## config.mk

```make
export PLATFORM = sky130hd
export DESIGN_NAME = row_cache_tracker
export DESIGN_NICKNAME = d
export VERILOG_FILES = /design/src/rtl/rc_pkg.sv /design/src/rtl/rc_cmd_check.sv /design/src/rtl/rc_bank.sv /design/src/rtl/row_cache_tracker.sv
export SDC_FILE = /design/constraint.sdc
export NUM_CORES = 1
export LEC_CHECK = 0
export BUFFER_PORTS_ARGS = -buffer_cell sky130_fd_sc_hd__clkbuf_2
export CAP_MARGIN = 20
export CORE_MARGIN = 4
export CORE_UTILIZATION = 55
export CTS_BUF_LIST = sky130_fd_sc_hd__clkbuf_8 sky130_fd_sc_hd__clkbuf_16
export DETAILED_ROUTE_END_ITERATION = 6
export HOLD_SLACK_MARGIN = 0.05
export PLACE_DENSITY = 0.76
export SLEW_MARGIN = 20
export SYNTH_ARGS = -nofsm -noshare
export SYNTH_HDL_FRONTEND = slang
export SYNTH_SLANG_ARGS = --single-unit
```

## constraint.sdc

```tcl
create_clock -name clk -period 5.1 [get_ports clk]
set_clock_uncertainty 0.15 [all_clocks]
set_input_delay 0.765 -clock clk [delete_from_list [all_inputs] [get_ports clk]]
set_output_delay 0.765 -clock clk [all_outputs]
set_load 0.1 [all_outputs]
```

## src/rtl/rc_pkg.sv

```systemverilog
package rc_pkg;

    typedef enum logic [2:0] {
        CMD_IDLE  = 3'd0,
        CMD_ACT   = 3'd1,
        CMD_READ  = 3'd2,
        CMD_WRITE = 3'd3,
        CMD_PRE   = 3'd4
    } cmd_e;

    localparam int CMD_W = 3;

    // Read or write: the commands that carry an auto-precharge flag
    function automatic logic is_access(input logic [CMD_W-1:0] c);
        return (c == CMD_READ) || (c == CMD_WRITE);
    endfunction

endpackage

```

## src/rtl/rc_cmd_check.sv

```systemverilog
module rc_cmd_check
    import rc_pkg::*;
#(
    parameter int ROW_W = 12
) (
    input  logic [CMD_W-1:0] cmd,
    input  logic [ROW_W-1:0] row,
    input  logic             open,
    input  logic [ROW_W-1:0] open_row,
    input  logic             cvalid,
    input  logic [ROW_W-1:0] crow,
    input  logic             busy,
    output logic             legal,
    output logic             hit,
    output logic             need_act
);

    logic open_match;
    logic cache_match;

    assign open_match  = open && (open_row == row);
    assign cache_match = cvalid && (crow == row);

    always_comb begin
        legal    = 1'b1;
        hit      = 1'b0;
        need_act = 1'b0;
        case (cmd)
            CMD_ACT: legal = !open && !busy;
            CMD_READ: begin
                legal    = cache_match || open_match;
                hit      = cache_match;
                need_act = !(cache_match || open_match);
            end
            CMD_WRITE: begin
                legal    = open_match;
                need_act = !open_match;
            end
            default: legal = 1'b1;
        endcase
    end

endmodule

```

## src/rtl/rc_bank.sv

```systemverilog
module rc_bank
    import rc_pkg::*;
#(
    parameter int ROW_W = 12,
    parameter int TRP   = 3,
    localparam int CNT_W = $clog2(TRP + 1)
) (
    input  logic             clk,
    input  logic             rst,
    input  logic             sel,
    input  logic [CMD_W-1:0] cmd,
    input  logic [ROW_W-1:0] row,
    input  logic             ap,
    input  logic             wr_xfer,
    output logic             open_o,
    output logic [ROW_W-1:0] open_row_o,
    output logic             cvalid_o,
    output logic [ROW_W-1:0] crow_o,
    output logic             busy_o
);

    logic             open_q;
    logic [ROW_W-1:0] open_row_q;
    logic             cvalid_q;
    logic [ROW_W-1:0] crow_q;
    logic [CNT_W-1:0] cnt_q;
    logic             cache_match;

    assign cache_match = cvalid_q && (crow_q == row);

    always_ff @(posedge clk) begin
        if (rst) begin
            open_q     <= 1'b0;
            open_row_q <= '0;
            cvalid_q   <= 1'b0;
            crow_q     <= '0;
            cnt_q      <= '0;
        end else begin
            if (cnt_q != '0) begin
                cnt_q <= cnt_q - 1'b1;
            end
            if (sel) begin
                case (cmd)
                    CMD_ACT: begin
                        open_q     <= 1'b1;
                        open_row_q <= row;
                        if (wr_xfer) begin
                            cvalid_q <= 1'b1;
                            crow_q   <= row;
                        end
                    end
                    CMD_READ: begin
                        if (!cache_match) begin
                            cvalid_q <= 1'b1;
                            crow_q   <= row;
                        end
                        if (ap && open_q) begin
                            open_q <= 1'b0;
                            cnt_q  <= CNT_W'(TRP);
                        end
                    end
                    CMD_WRITE: begin
                        if (wr_xfer && !cache_match) begin
                            cvalid_q <= 1'b1;
                            crow_q   <= row;
                        end
                        if (ap) begin
                            open_q <= 1'b0;
                            cnt_q  <= CNT_W'(TRP);
                        end
                    end
                    CMD_PRE: begin
                        if (open_q) begin
                            open_q <= 1'b0;
                            cnt_q  <= CNT_W'(TRP);
                        end
                    end
                    default: ;
                endcase
            end
        end
    end

    assign open_o     = open_q;
    assign open_row_o = open_row_q;
    assign cvalid_o   = cvalid_q;
    assign crow_o     = crow_q;
    assign busy_o     = (cnt_q != '0);

endmodule

```

## src/rtl/row_cache_tracker.sv

```systemverilog
module row_cache_tracker
    import rc_pkg::*;
#(
    parameter int NUM_BANKS = 4,
    parameter int ROW_W     = 12,
    parameter int TRP       = 3,
    localparam int BANK_W   = $clog2(NUM_BANKS)
) (
    input  logic                       clk,
    input  logic                       rst,
    input  logic [CMD_W-1:0]           cmd_i,
    input  logic [BANK_W-1:0]          bank_i,
    input  logic [ROW_W-1:0]           row_i,
    input  logic                       ap_i,
    input  logic                       wr_xfer_i,
    output logic [NUM_BANKS-1:0]       arr_open_o,
    output logic [NUM_BANKS-1:0]       cache_valid_o,
    output logic [NUM_BANKS*ROW_W-1:0] cache_row_o,
    output logic [NUM_BANKS-1:0]       pre_busy_o,
    output logic                       cmd_legal_o,
    output logic                       cache_hit_o,
    output logic                       need_act_o,
    output logic                       cmd_err_o
);

    logic [NUM_BANKS-1:0] open_v;
    logic [NUM_BANKS-1:0] cvalid_v;
    logic [NUM_BANKS-1:0] busy_v;
    logic [NUM_BANKS-1:0] sel_v;
    logic [ROW_W-1:0]     open_row_a [NUM_BANKS];
    logic [ROW_W-1:0]     crow_a     [NUM_BANKS];
    logic                 legal;

    for (genvar b = 0; b < NUM_BANKS; b++) begin : g_bank
        assign sel_v[b] = legal && (bank_i == BANK_W'(b));

        rc_bank #(
            .ROW_W (ROW_W),
            .TRP   (TRP)
        ) i_bank (
            .clk        (clk),
            .rst        (rst),
            .sel        (sel_v[b]),
            .cmd        (cmd_i),
            .row        (row_i),
            .ap         (ap_i),
            .wr_xfer    (wr_xfer_i),
            .open_o     (open_v[b]),
            .open_row_o (open_row_a[b]),
            .cvalid_o   (cvalid_v[b]),
            .crow_o     (crow_a[b]),
            .busy_o     (busy_v[b])
        );

        assign cache_row_o[b*ROW_W +: ROW_W] = crow_a[b];
    end

    rc_cmd_check #(
        .ROW_W (ROW_W)
    ) i_check (
        .cmd      (cmd_i),
        .row      (row_i),
        .open     (open_v[bank_i]),
        .open_row (open_row_a[bank_i]),
        .cvalid   (cvalid_v[bank_i]),
        .crow     (crow_a[bank_i]),
        .busy     (busy_v[bank_i]),
        .legal    (legal),
        .hit      (cache_hit_o),
        .need_act (need_act_o)
    );

    always_ff @(posedge clk) begin
        if (rst) begin
            cmd_err_o <= 1'b0;
        end else begin
            cmd_err_o <= !legal;
        end
    end

    assign arr_open_o    = open_v;
    assign cache_valid_o = cvalid_v;
    assign pre_busy_o    = busy_v;
    assign cmd_legal_o   = legal;

endmodule

```

; ---- Yosys cells after proc, flatten, opt, wreduce, memory -nomap -nowiden
; Index checks and enable logic that the tools add are counted.
[op_classes]
n_addsub = 4
order_cmp = 2
n_eq_ne = 27
n_mux = 74
n_bitwise = 1
reduce_logical = 48
[ops]
columns = op, n
row1 = two-way mux 12 bit, 13
row2 = one-hot mux 12 bit (3 select lines), 4
row3 = equality test 12 bit, 6
row4 = binary-select mux 12 bit (select 2 bit), 2
row5 = two-way mux 2 bit, 20
row6 = one-hot mux 2 bit (3 select lines), 4
row7 = AND reduction 5 bit, 4
row8 = logical AND 1 bit, 19
row9 = two-way mux 1 bit, 18
row10 = != test 2 x 1 -> 1 bit (second input constant), 8
row11 = one-hot mux 1 bit (4 select lines), 4
row12 = AND reduction 4 bit, 4
row13 = one-hot mux 1 bit (3 select lines), 5
row14 = != test 2 bit (second input constant), 6
row15 = zero test 1 bit, 9
row16 = AND reduction 2 bit, 4
row17 = nonzero test 2 bit, 4
row18 = subtractor 2 x 1 -> 2 bit (second input constant), 4
row19 = binary-select mux 1 bit (select 2 bit), 3
row20 = equality test 3 x 2 -> 1 bit (second input constant), 2
row21 = equality test 2 bit (second input constant), 2
row22 = nonzero test 4 bit, 1
row23 = equality test 3 x 1 -> 1 bit (second input constant), 1
row24 = equality test 3 bit (second input constant), 1
row25 = other kinds (8), 8
[word_totals]
ff_bits = 113
inputBits = 21
output_inout_bits = 64
wordCells = 177

; ---- Logic depth before layout (Yosys ltp)
[logic_depth]
word_depth = 10
mapped_depth = 12
depth_no_buf = 7

; ---- Hierarchy
; A second synthesis with hierarchy kept.
[unflattened]
hier_cells = 663
area_unflattened_um2 = 6283.5
[modules_own_cells]
columns = mod, instances, cells_each, area_per_inst_um2, seq_area_each_um2
row1 = rc_bank, 4, 146, 1315.0, 560.5
row2 = row_cache_tracker, 1, 39, 714.4, 20.0
row3 = rc_cmd_check, 1, 40, 309.0, 0.0

; ---- Least setup slack after synthesis
; No wires, ideal clock.
[synth_path]
path_kind = in2out
from = input bank_i[0]
to = output cmd_legal_o
arrival_ps = 3224
required_ps = 4185
setup_slack_ps = 961
path_stages = 9
path_buffers = 3
path_cell_list = buf_6 -> mux4_2 -> xnor2_1 -> nand4_1 -> nor4b_2 -> a32o_2 -> buf_6 -> buf_4 -> o22a_1
[synth_via]
elab_chain_cells = 8
word_cells_on_any_way = 22
cone_classes = eq/ne (2) / mux (13) / bitwise (1) / reduce/logical (6)
[synth_rtl]
columns = item, line_no
row1 = start: declaration, row_cache_tracker.sv:12  ; input logic [BANK_W-1:0] bank_i,
row2 = NOT 2 -> 3 bit (not written as such), "row_cache_tracker.sv:64, row_cache_tracker.sv:66"
row3 = binary-select mux 12 bit (select 2 bit) (on tied branches), "row_cache_tracker.sv:66, row_cache_tracker.sv:64"
row4 = two-way mux 12 bit (on tied branches) (2 in series), "row_cache_tracker.sv:66, row_cache_tracker.sv:64"
row5 = equality test 12 bit (on tied branches), "rc_cmd_check.sv:22, rc_cmd_check.sv:21"
row6 = logical AND 1 bit (on tied branches), "rc_cmd_check.sv:22, rc_cmd_check.sv:21"
row7 = logical OR 1 bit, rc_cmd_check.sv:31  ; legal = cache_match || open_match;
row8 = one-hot mux 1 bit (3 select lines) (*), rc_cmd_check.sv:28  ; case (cmd)
row9 = end: declaration, row_cache_tracker.sv:20  ; output logic cmd_legal_o,
; Every way passes the cells marked *; elsewhere a longest branch is shown, timed or not. The select of a mux whose other input is x is not followed.

; ---- Worst setup path after layout
[layout_path]
from = input bank_i[1]
to = output need_act_o
[layout_via]
elab_chain_cells = 9
word_cells_on_any_way = 19
cone_classes = eq/ne (2) / mux (11) / bitwise (1) / reduce/logical (5)
[layout_rtl]
columns = item, line_no
row1 = NOT 2 -> 3 bit (not written as such), "row_cache_tracker.sv:64, row_cache_tracker.sv:66"
row2 = binary-select mux 12 bit (select 2 bit) (on tied branches), "row_cache_tracker.sv:66, row_cache_tracker.sv:64"
row3 = two-way mux 12 bit (on tied branches) (2 in series), "row_cache_tracker.sv:66, row_cache_tracker.sv:64"
row4 = equality test 12 bit (on tied branches), "rc_cmd_check.sv:22, rc_cmd_check.sv:21"
row5 = logical AND 1 bit (on tied branches), "rc_cmd_check.sv:22, rc_cmd_check.sv:21"
row6 = logical OR 1 bit, rc_cmd_check.sv:33  ; need_act = !(cache_match || open_match);
row7 = zero test 1 bit, rc_cmd_check.sv:33
row8 = one-hot mux 1 bit (2 select lines) (*), rc_cmd_check.sv:28
row9 = end: declaration, row_cache_tracker.sv:22  ; output logic need_act_o,
; Marked as above.

==> results.ini <==
[min_path]
min_from=g_bank[3].i_bank.open_row_o[8]
hold_depth=2
hp-class=flip-flop to flip-flop
hold_path_end=g_bank[3].i_bank.open_row_o[8]

[grt]
grt-ovfl-total=0
antenna_found_initial=0
grt_max_degree=122
grt.total_usage=0.257
grt_pass1_vias=5637
grt_first_pass_wirelength_um=28900

[clocking]
cts_hold_buf=0
clock_path_buffers=2
cts.clk_slew.worst_paths_ps=50
cts_sinks=113
ctsResizeCount=0
cts_root_buf=clkbuf_16
cts_tree=built
cts_setup_buffers=0
htreeDepth=4
clock_latency_ps=420
cts_buffers=17

[floorplan]
die_w_um=119
core_mm2=0.0120
die_h_um=119
die-area_mm2=0.0141
pin_count=85
rows=40
start_util=0.561

[sta]
setup_slack_ps=601
slew_violations=0
min_period_over_period=0.882
hold_viol_final=0
worst_slew_pin_slew_ps=1060
setup_tns_ps=0
rsz0062_at_grt=no
hold_slack_ps=344
finalSetupViolCount=0
fmax_mhz=222
min_period_ps=4500
relSlewSlack=0.294

[worst_setup_path]
startpoint_type=input port
timing.rr.start=g_bank[2].i_bank.cnt_q[1]
reg2reg_depth=8
r2r_slack_ps=1710
regToRegEndpoint=g_bank[0].i_bank.open_row_o[2]
crit_path_end_kind=output pin
cp.arrival_ps=3580
cp_max_fo=25
crit_required_ps=4180
critical_path_class=input port to output pin

[layout]
drive_gt1_frac=0.200
n_fill_cell=976
num-nets-final=774
area_growth_pct=12.9
num_antenna_cells=0

[pwr]
peakVddDrop_v=0.000252
p_per_area_mw_per_mm2=311
power.leakage_nw=3.41

[routing]
via_per_inst=6.11
dr.pass1.iters=5
post_drt_wl_per_cell_um=19.6
vias=5575
wirelength_um=17900
drc_errors=0
drtIter0Drc=589
postRouteAntennaNets=0

[run_status]
status=complete, no violations

[job]
drv_cap=0

[synth]
synthesis.area_mm2=0.00674
syn-num-nets=732
yosys_most_used_dff=dfxtp_1
synth-seq-cells=113
async_flop_share=0
syn_avg_cell_area_um2=9.48
postSynthCellCount=711
ys_warn_count=0
synth-edff-count=0
synth-seq-area-share=0.336
ys_types=51

[place]
place.gp.congestion=0.922
dp_hpwl_um=12400
io_buffers=84
post-place-ws_ps=653

-- state kept, by name (all words and copies together), names as in the netlist --
| signal | count |
|---|---|
| cmd_err_o | 1 |
| g_bank.i_bank.cnt_q | 8 |
| g_bank.i_bank.crow_o | 48 |
| g_bank.i_bank.cvalid_o | 4 |
| g_bank.i_bank.open_o | 4 |
| g_bank.i_bank.open_row_o | 48 |
-- per-stage QoR --
| step | cell area, um2 | cells | power [mW] | utilization |
|---|---|---|---|---|
| 3_3_place_gp | 7010 | 881 | 1.20 | 0.584 |
| 5_1_grt | 7600 | 913 | 2.43 | 0.633 |
| 4_1_cts | 7600 | 913 | 2.37 | 0.633 |
| 3_5_place_dp | 7010 | 881 | 1.21 | 0.584 |
| 6_report | 7600 | 913 | 2.36 | 0.633 |
| 2_1_floorplan | 6740 | 711 | 1.15 | - |
-- cell type report --
cell class | count | area [um2] | area share
Multi-Input combinational cell | 520 | 4040 | 0.531
Sequential cell | 113 | 2260 | 0.298
Timing Repair Buffer | 92 | 495 | 0.0652
Clock buffer | 21 | 480 | 0.0632
Tap cell | 147 | 184 | 0.0242
Clock inverter | 11 | 111 | 0.0146
Inverter | 9 | 33.8 | 0.00444
-- cells by family (layout without fill, tap and decap cells) --
logic type,after synthesis,in the layout,share of synthesized area
muxes,137,137,0.243
DFF,113,113,0.336
and+or+nand+nor,245,245,0.186
AOI/OAI and AO/OA,68,68,0.0789
xor gates and xnor gates,70,70,0.0910
buffers and inverters,78,133,0.0652
-- worst max path at each step --
| stage | end | startpoint | slack (ps) |
|---|---|---|---|
| global route | need_act_o | bank_i[1] | 450 |
| CTS | need_act_o | bank_i[1] | 610 |
| detailed placement | need_act_o | bank_i[1] | 650 |
| global placement | need_act_o | bank_i[1] | 770 |
| finish | need_act_o | bank_i[1] | 600 |
| floorplan | cmd_legal_o | bank_i[0] | 960 |
-- routing by layer --
| layer | vias to the layer above | part of all wire | global-route usage |
|---|---|---|---|
| met5 | - | 0 | 0 |
| met4 | 0 | 0.023 | 0.104 |
| met3 | 46 | 0.094 | 0.0713 |
| met2 | 290 | 0.48 | 0.412 |
| met1 | 2667 | 0.40 | 0.326 |
| li1 | 2572 | - | - |
-- worst max-delay path, stage by stage --
cell and delay (ps):
clkbuf_2 610, buf_4 340, mux2i_1 330, a21oi_1 140
a32oi_1 210, a22oi_1 130, a32o_2 300, or2_1 220
inv_1 70, clkbuf_2 450
-- placed cells by master (no fill, tap or decap), types with 20 or more instances in the layout --
cell | Yosys | routed
clkbuf_2 | 0 | 82
nand2b_1 | 62 | 62
a21oi_1 | 24 | 24
xor2_1 | 20 | 20
xnor2_1 | 50 | 50
mux4_2 | 20 | 20
nor2_1 | 79 | 79
dfxtp_1 | 113 | 113
mux2i_1 | 106 | 106
nand3_1 | 31 | 31
-- synth_stat cells (3+ instances only) --
cell type	count	area [um2]
mux2i_1	106	1060
nand2b_1	62	388
nand2_1	16	60.1
buf_6	9	101
o31a_1	4	35.0
o2111ai_1	7	61.3
buf_4	16	120
nand4_1	19	119
dfxtp_1	113	2260
inv_1	7	26.3
nor2_1	79	297
nand3_1	31	155
a41o_1	3	30.0
buf_1	6	22.5
a211oi_1	6	45.0
o2111ai_4	3	78.8
xor2_1	20	175
mux2_1	10	113
nor4_1	4	25.0
a21oi_1	24	120
a31oi_1	3	18.8
or2_1	7	43.8
buf_2	6	30.0
xnor2_1	50	438
mux4_2	20	450
nor2b_1	11	68.8
clkbuf_1	31	116
and2_1	3	18.8
nor3_1	8	40.0
-- power by group --
group	switching [mW]	leakage, nW	total (mW)	internal, mW
Combinational	0.198	2.20	0.285	0.0875
Clock	0.404	0.292	1.17	0.762
Sequential	0.0139	0.912	0.911	0.897
Total	0.616	3.41	2.36	1.75
No activity file was read; power rests on OpenSTA's default activity.
